**config.mk**
```make
export PLATFORM = sky130hd
export DESIGN_NAME = irq_prio_ctrl
export DESIGN_NICKNAME = d
export VERILOG_FILES = /design/src/rtl/irq_pkg.sv /design/src/rtl/irq_edge_cap.sv /design/src/rtl/irq_prio_arb.sv /design/src/rtl/irq_prio_ctrl.sv
export SDC_FILE = /design/constraint.sdc
export NUM_CORES = 1
export LEC_CHECK = 0
export CAP_MARGIN = 0
export CORE_AREA = 2 2 39 41
export CTS_BUF_LIST = sky130_fd_sc_hd__clkbuf_16
export DETAILED_ROUTE_END_ITERATION = 16
export DIE_AREA = 0 0 41 43
export DONT_BUFFER_PORTS = 1
export PLACE_DENSITY_LB_ADDON = 0.12
export SKIP_LAST_GASP = 1
export SLEW_MARGIN = 15
export SYNTH_ARGS = -nofsm -noshare
export SYNTH_HDL_FRONTEND = slang
export SYNTH_HIERARCHICAL = 1
export SYNTH_SLANG_ARGS = --single-unit
export TNS_END_PERCENT = 1
```
**constraint.sdc**
```tcl
create_clock -name clk -period 1.9 [get_ports clk]
set_input_delay 0.095 -clock clk [delete_from_list [all_inputs] [get_ports clk]]
set_output_delay 0.095 -clock clk [all_outputs]
set_load 0.02 [all_outputs]
```
**src/rtl/irq_pkg.sv**
```systemverilog
package irq_pkg;
    localparam int NSRC   = 5;
    localparam int MASK_W = 3;
    localparam int VEC_W  = 16;
    localparam int STAT_W = 2 * MASK_W + 1;

    localparam int SRC_TRAP = 0;
    localparam int SRC_R75  = 1;
    localparam int SRC_R65  = 2;
    localparam int SRC_R55  = 3;
    localparam int SRC_INTR = 4;

    localparam logic [VEC_W-1:0] VEC_TRAP = 16'h0024;
    localparam logic [VEC_W-1:0] VEC_R75  = 16'h003C;
    localparam logic [VEC_W-1:0] VEC_R65  = 16'h0034;
    localparam logic [VEC_W-1:0] VEC_R55  = 16'h002C;

    typedef struct packed {
        logic              ie;
        logic [MASK_W-1:0] mask;
        logic              take;
        logic [VEC_W-1:0]  vec;
        logic              vecd;
        logic              inta;
    } ctl_state_t;

    function automatic logic [VEC_W-1:0] vec_of(input logic [NSRC-1:0] g);
        logic [VEC_W-1:0] v;
        v = '0;
        if (g[SRC_TRAP]) v = VEC_TRAP;
        if (g[SRC_R75])  v = VEC_R75;
        if (g[SRC_R65])  v = VEC_R65;
        if (g[SRC_R55])  v = VEC_R55;
        return v;
    endfunction
endpackage

```
**src/rtl/irq_edge_cap.sv**
```systemverilog
module irq_edge_cap #(
    parameter bit DROP_ON_LOW = 1'b0
) (
    input  logic clk,
    input  logic rst_n,
    input  logic in_i,
    input  logic clr_i,
    output logic pend_o
);
    typedef struct packed {
        logic prev;
        logic pend;
    } cap_t;

    cap_t cap_d, cap_q;

    always_comb begin
        cap_d      = cap_q;
        cap_d.prev = in_i;
        cap_d.pend = (cap_q.pend & ~clr_i) | (in_i & ~cap_q.prev);
        if (DROP_ON_LOW && !in_i) begin
            cap_d.pend = 1'b0;
        end
    end

    always_ff @(posedge clk) begin
        if (!rst_n) begin
            cap_q <= '0;
        end else begin
            cap_q <= cap_d;
        end
    end

    assign pend_o = cap_q.pend;

    AST_EDGE_NEEDS_RISE: assert property (@(posedge clk) disable iff (!rst_n)
        $rose(pend_o) |-> $past(in_i));
endmodule

```
**src/rtl/irq_prio_arb.sv**
```systemverilog
module irq_prio_arb #(
    parameter int N = 5
) (
    input  logic [N-1:0] req_i,
    output logic [N-1:0] grant_o
);
    logic found;

    always_comb begin
        grant_o = '0;
        found   = 1'b0;
        for (int i = 0; i < N; i++) begin
            if (req_i[i] && !found) begin
                grant_o[i] = 1'b1;
                found      = 1'b1;
            end
        end
    end
endmodule

```
**src/rtl/irq_prio_ctrl.sv**
```systemverilog
module irq_prio_ctrl
    import irq_pkg::*;
(
    input  logic              clk,
    input  logic              rst_n,
    input  logic              sample_i,
    input  logic              trap_i,
    input  logic              rst75_i,
    input  logic              rst65_i,
    input  logic              rst55_i,
    input  logic              intr_i,
    input  logic              en_cmd_i,
    input  logic              dis_cmd_i,
    input  logic              mask_wr_i,
    input  logic [MASK_W:0]   mask_wdata_i,
    output logic [STAT_W-1:0] status_o,
    output logic              take_o,
    output logic [VEC_W-1:0]  vector_o,
    output logic              vectored_o,
    output logic              inta_o
);
    ctl_state_t st_d, st_q;

    logic            trap_pend, r75_pend;
    logic            trap_clr, r75_clr;
    logic [NSRC-1:0] req, grant, accept;

    irq_edge_cap #(.DROP_ON_LOW(1'b1)) u_trap_cap (
        .clk(clk), .rst_n(rst_n), .in_i(trap_i), .clr_i(trap_clr), .pend_o(trap_pend)
    );

    irq_edge_cap #(.DROP_ON_LOW(1'b0)) u_r75_cap (
        .clk(clk), .rst_n(rst_n), .in_i(rst75_i), .clr_i(r75_clr), .pend_o(r75_pend)
    );

    always_comb begin
        req           = '0;
        req[SRC_TRAP] = trap_pend & trap_i;
        req[SRC_R75]  = r75_pend & ~st_q.mask[2] & st_q.ie;
        req[SRC_R65]  = rst65_i  & ~st_q.mask[1] & st_q.ie;
        req[SRC_R55]  = rst55_i  & ~st_q.mask[0] & st_q.ie;
        req[SRC_INTR] = intr_i & st_q.ie;
    end

    irq_prio_arb #(.N(NSRC)) u_arb (
        .req_i(req), .grant_o(grant)
    );

    assign accept   = sample_i ? grant : '0;
    assign trap_clr = accept[SRC_TRAP];
    assign r75_clr  = accept[SRC_R75] | (mask_wr_i & mask_wdata_i[MASK_W]);

    always_comb begin
        st_d      = st_q;
        st_d.take = |accept;
        st_d.vec  = vec_of(accept);
        st_d.vecd = |accept[SRC_R55:SRC_TRAP];
        st_d.inta = accept[SRC_INTR];
        if (mask_wr_i) begin
            st_d.mask = mask_wdata_i[MASK_W-1:0];
        end
        if (en_cmd_i) begin
            st_d.ie = 1'b1;
        end
        if (dis_cmd_i) begin
            st_d.ie = 1'b0;
        end
        if (|accept[SRC_INTR:SRC_R75]) begin
            st_d.ie = 1'b0;
        end
    end

    always_ff @(posedge clk) begin
        if (!rst_n) begin
            st_q      <= '0;
            st_q.mask <= '1;
        end else begin
            st_q <= st_d;
        end
    end

    assign status_o   = {st_q.ie, r75_pend, rst65_i, rst55_i, st_q.mask};
    assign take_o     = st_q.take;
    assign vector_o   = st_q.vec;
    assign vectored_o = st_q.vecd;
    assign inta_o     = st_q.inta;

    AST_TAKE_AFTER_SAMPLE: assert property (@(posedge clk) disable iff (!rst_n)
        take_o |-> $past(sample_i));
    AST_INTA_NONVECTORED: assert property (@(posedge clk) disable iff (!rst_n)
        inta_o |-> (take_o && !vectored_o && vector_o == '0));
    AST_TRAP_LEVEL_HELD: assert property (@(posedge clk) disable iff (!rst_n)
        (take_o && vector_o == VEC_TRAP) |-> $past(trap_i));
    AST_DISABLED_ONLY_TRAP: assert property (@(posedge clk) disable iff (!rst_n)
        (sample_i && !st_q.ie && !req[SRC_TRAP]) |=> !take_o);
    AST_MASKABLE_CLEARS_IE: assert property (@(posedge clk) disable iff (!rst_n)
        (take_o && vector_o != VEC_TRAP) |-> !st_q.ie);
endmodule

```
## Word level (Yosys, flattened, before mapping)

Index checks and enable logic that the tools add are counted.

- Multiplexer cells: 13
- Bitwise gates (word level): 24
- Reductions and logical operators: 14

Operators by type and width:

| operator | count |
|---|---|
| $mux 6 | 4 |
| $and 1x1->1 | 13 |
| $mux 1 | 8 |
| $not 1->1 | 8 |
| $reduce_or 4->1 | 2 |
| $reduce_or 6->1 | 1 |
| $mux 5 | 1 |
| $reduce_or 5->1 | 1 |
| $logic_and 1x1->1 | 4 |
| $logic_not 1->1 | 4 |
| $or 1x1->1 | 3 |
| $reduce_and 2->1 | 1 |
| $reduce_or 2->1 | 1 |

- Register bits: 27
- Bits of input ports: 15
- Output and inout bits: 26
- Word-level logic and storage cells: 63

## Depth between registers and ports, before layout

- Depth in word-level cells: 19
- Mapped depth: 6
- Mapped depth without buffers: 6

## Cells and area by module

Netlist, hierarchy kept.

By module, submodules not included:

| module | instances | cells each | area each (um^2) | sequential area each (um^2) |
|---|---|---|---|---|
| irq_prio_ctrl | 1 | 56 | 496.7 | 200.2 |
| irq_edge_cap at u_r75_cap | 1 | 6 | 77.6 | 40.0 |
| irq_edge_cap at u_trap_cap | 1 | 5 | 73.8 | 40.0 |
| irq_prio_arb | 1 | 6 | 55.1 | 0.0 |

## Least setup slack after synthesis

Ideal clock, no wire load.

- Path type: register -> register
- Start point: register st_q (netlist bit status_o[6])
- End point: register u_r75_cap.cap_q (netlist bit u_r75_cap/pend_o)
- Library setup time: 0.118 ns
- Arrival: 1.370 ns
- Required time: 1.782 ns
- Slack: 0.412 ns
- Cell stages (with the launch flop): 7
- Path buffers: 0
- Clock period less this slack: 1.488 ns
- Cell sequence: dfxtp_1 > nand2_1 > nor2_1 > nor2b_1 > a22o_1 > nand2b_4 > a21boi_2

- Cells in the longest elaborated chain, start to end: 8

RTL lines:

| element | line | source |
|---|---|---|
| start, declared | irq_prio_ctrl.sv:22 | `ctl_state_t st_d, st_q;` |
| start signal, assigned | irq_prio_ctrl.sv:78 | `st_q <= st_d;` |
| $and 1x1->1 | irq_prio_ctrl.sv:39 | `req[SRC_R75] = r75_pend & ~st_q.mask[2] & st_q.ie;` |
| via req[1] | irq_prio_ctrl.sv:26 | `logic [NSRC-1:0] req, grant, accept;` |
| $logic_and 1x1->1 | irq_prio_arb.sv:13 | `if (req_i[i] && !found) begin` |
| $mux 1 | irq_prio_arb.sv:13 |  |
| via grant[1] | irq_prio_ctrl.sv:26 |  |
| $mux 5 | irq_prio_ctrl.sv:49 | `assign accept = sample_i ? grant : '0;` |
| $or 1x1->1 | irq_prio_ctrl.sv:51 | `assign r75_clr = accept[SRC_R75] \| (mask_wr_i & mask_wdata_i[MASK_W]);` |
| via r75_clr | irq_prio_ctrl.sv:25 | `logic trap_clr, r75_clr;` |
| $not 1->1 | irq_edge_cap.sv:20 | `cap_d.pend = (cap_q.pend & ~clr_i) \| (in_i & ~cap_q.prev);` |
| $and 1x1->1 | irq_edge_cap.sv:20 |  |
| $or 1x1->1 | irq_edge_cap.sv:20 |  |
| end signal, assigned | irq_edge_cap.sv:30 | `cap_q <= cap_d;` |
| end, declared | irq_edge_cap.sv:15 | `cap_t cap_d, cap_q;` |

The timed path passes the listed nets, and every way through them passes these cells.
A chain may end at the register's enable or synchronous reset.

## Final worst setup path

- Start point: register st_q (netlist bit status_o[1])
- End point: register st_q (netlist bit status_o[6])

- Elaborated cells on any way between the ends: 15
- Classes of those cells: 6 x mux; 3 x bitwise; 6 x reduce/logical

RTL lines:

| element | line | source |
|---|---|---|
| $not 1->1 | irq_prio_ctrl.sv:40 | `req[SRC_R65] = rst65_i & ~st_q.mask[1] & st_q.ie;` |
| $and 1x1->1 (2 in a row) | irq_prio_ctrl.sv:40 |  |
| via req[2] | irq_prio_ctrl.sv:26 |  |
| $logic_and 1x1->1 | irq_prio_arb.sv:13 |  |
| $mux 1 | irq_prio_arb.sv:13 |  |
| $logic_not 1->1 | irq_prio_arb.sv:13 |  |
| $logic_and 1x1->1 | irq_prio_arb.sv:13 |  |
| $mux 1 | irq_prio_arb.sv:13 |  |
| via grant[3] | irq_prio_ctrl.sv:26 |  |
| $mux 5 | irq_prio_ctrl.sv:49 |  |
| $reduce_or 6->1 (no line) | n/a |  |

The timed path passes the listed nets, and every way through them passes these cells.

==> impl_metrics.py <==
metrics = {
    "final_layout": {
        "final_cell_mix": "dfxtp_1, conb_1, dlygate4sd3_1, nand2_1, nor2_1",
        "final_core_util_pct": 57.6,
        "syn2layout_area_growth_pct": 13.3,
        "final-instance-count-excl-fill": 95,
        "final_common_cell": "dfxtp_1",
        "finalInstanceArea_um2": 797,
        "drive_gt1_share_pct": 13.9,
        "n_antenna_cell": 0,
        "final_nets": 96,
    },
    "pwr": {
        "power_density_nw_per_um2": 979,
        "clkPwrFrac_pct": 48.9,
        "cell_internal_pwr_mw": 0.614,
        "ir_drop_mv": 0.937,
        "p_comb_share_pct": 9.8,
        "pwr-share-seq_pct": 41.3,
        "p_leak_nw": 0.344,
        "switching_power_mw": 0.166,
        "p_sw_share_pct": 21.3,
        "p_total_mw": 0.780,
    },
    "sta": {
        "fin_crit_sh_pct": 82.0,
        "timing.final.ws_setup_ns": 0.341,
        "timing.hold.ws_ns": 0.00768,
        "grt_setup_unrepaired": "false",
        "finClkSkew_ns": 0.00148,
        "tns_ns": 0,
        "finalHoldViolCount": 0,
        "fin_crit_ns": 1.56,
        "drv_slew": 0,
        "final-setup-viol-count": 0,
        "max_freq_mhz": 642,
    },
    "logic_synthesis": {
        "synthXorXnorAreaFrac_pct": 0,
        "syn_area_per_cell_um2": 9.63,
        "ys_seq_elements": 14,
        "seq_area_frac_synth_pct": 39.9,
        "muxShareOfSynthArea_pct": 4.27,
        "syn_area_um2": 703,
        "synth_compound_area_share_pct": 8.54,
        "synth_warnings": 6,
        "synthAdderAreaFrac_pct": 0,
        "yosysUniqueCellTypes": 26,
        "postSynthCellCount": 73,
        "synth-simple-area-share_pct": 28.1,
        "synth_top_family_by_area": "simple AND/OR/NAND/NOR gates",
    },
    "die": {
        "die_h_um": 43,
        "coreArea_um2": 1380,
        "start_util_pct": 50.8,
        "pin_count": 41,
        "die_w_um": 41,
        "fp.dieArea_um2": 1760,
        "fp-row-count": 14,
    },
    "drt": {
        "drt_iter0_markers": 0,
        "drc": 0,
        "wire_per_inst_um": 11.8,
        "dr.pass1.iters": 1,
        "avgViaCountPerCell": 4.60,
        "ant_nets": 0,
        "via_count": 437,
        "routed_wl_mm": 1.12,
    },
    "clock_network": {
        "worstSkewPairLatency_ns": 0.24,
        "postCtsSetupBuffers": 0,
        "clk_path_buf_depth": 2,
        "path_clk_slew_ns": 0.04,
        "root_buffer": "clkbuf_16",
        "clock_sinks": 14,
        "htree_levels": 1,
        "cts_resized": 0,
        "hold_buffers": 7,
        "numCtsBuffers": 3,
        "cts_tree": "done",
    },
    "setup_path": {
        "r2r_start": "status_o[1]",
        "cp-startpoint": "status_o[1]",
        "critPathRequiredTime_ns": 2.03,
        "cp.arrival_ns": 1.69,
        "end_kind": "register",
        "critical_path_class": "register to register",
        "start_kind": "register",
        "crit_fanout": 4,
    },
    "hold_path": {
        "hp-class": "input port to register",
        "min_from": "trap_i",
    },
    "global_routing": {
        "antenna_found_initial": 0,
        "grt_start_max_net_pins": 8,
        "grt_pass1_vias": 390,
        "grt_overflow": 0,
        "track_usage_pct": 14.5,
        "grt_pass1_wl_mm": 1.64,
    },
    "job": {
        "drv_cap": 0,
    },
    "placement": {
        "routabilityCongestion": 0.645,
        "dpl.cell_count": 85,
        "dp_worst_setup_slack_ns": 0.354,
        "dp_hpwl_um": 790,
        "place_area_um2": 652,
        "port_buffers": 0,
    },
    "status": {
        "status": "completed",
    },
}
kinds of logic (layout without fill, tap and decap cells):
| kind of cell | count (synthesis) | after routing |
|---|---|---|
| compound gates | 6 | 6 |
| buf+inv | 18 | 13 |
| flops | 14 | 14 |
| mux | 3 | 3 |
| other cells | 1 | 12 |
| simple gates | 31 | 31 |
worst paths after layout:
path | end | slack [ns] | cells after the start
setup / recovery | status_o[6] | 0.34 | 4
hold / removal | u_trap_cap/cap_q[1] | 0.008 | 1
setup reg to reg | status_o[6] | 0.34 | 4
hold reg to reg | u_trap_cap/pend_o | 0.45 | 1
layout make-up:
type / instances / area (um2)
flip-flops and latches: 14 / 280
repair buffers: 9 / 85.1
well taps: 16 / 20.0
multi-input cells: 52 / 333
inverters: 1 / 3.75
clock buffers: 3 / 75.1
fillers: 126 / 587
power by group through the flow:
stage / sequential, mW / clock [mW] / combinational [mW]
6_report: 0.322 / 0.381 / 0.0766
4_1_cts: 0.323 / 0.392 / 0.0751
3_5_place_dp: 0.328 / 0 / 0.0610
2_1_floorplan: 0.328 / 0 / 0.0810
5_1_grt: 0.324 / 0.401 / 0.0826
3_3_place_gp: 0.328 / 0 / 0.0609
per-layer routing:
metal	share of wire (%)	wire length, um	vias to the layer above	GRT usage, %
met4	0	0	0	6.00
met1	43	484	193	16.5
met5	0	0	-	0
li1	-	-	226	-
met3	7.7	86	0	8.38
met2	49	552	18	21.3
flip-flops by register name (all words and copies together), names as in the netlist:
signal             cells
vector_o               3
take_o                 1
u_trap_cap/cap_q       1
u_r75_cap/pend_o       1
status_o               4
inta_o                 1
vectored_o             1
u_trap_cap/pend_o      1
u_r75_cap/cap_q        1
cell usage after synthesis:
cell type | instances | area share, %
nand2b_1 | 4 | 3.6
o41ai_1 | 1 | 1.2
nor2_1 | 6 | 3.2
dfxtp_1 | 14 | 40
and3b_1 | 1 | 1.2
and4bb_1 | 1 | 1.8
nor3b_1 | 1 | 1.1
nor4_1 | 1 | 0.89
nor4_2 | 1 | 1.8
a21boi_4 | 1 | 2.7
and2_1 | 4 | 3.6
and2_4 | 1 | 1.2
and3_1 | 1 | 0.89
nand2_1 | 6 | 3.2
nand2b_4 | 1 | 2.0
nor3_1 | 1 | 0.71
mux2i_1 | 3 | 4.3
a21boi_2 | 1 | 1.6
a22o_1 | 1 | 1.2
o21bai_1 | 1 | 1.1
a21oi_1 | 1 | 0.71
nor4b_2 | 1 | 2.1
conb_1 | 1 | 0.53
inv_1 | 1 | 0.53
buf_4 | 17 | 18
nor2b_1 | 1 | 0.89
critical path, cell delays in order (launching register included):
cell and delay [ns]:
dfxtp_1 0.46, and3b_1 0.26, nor4b_2 0.37, o41ai_1 0.15
and4bb_1 0.21
(Power assumes the default switching activity.)
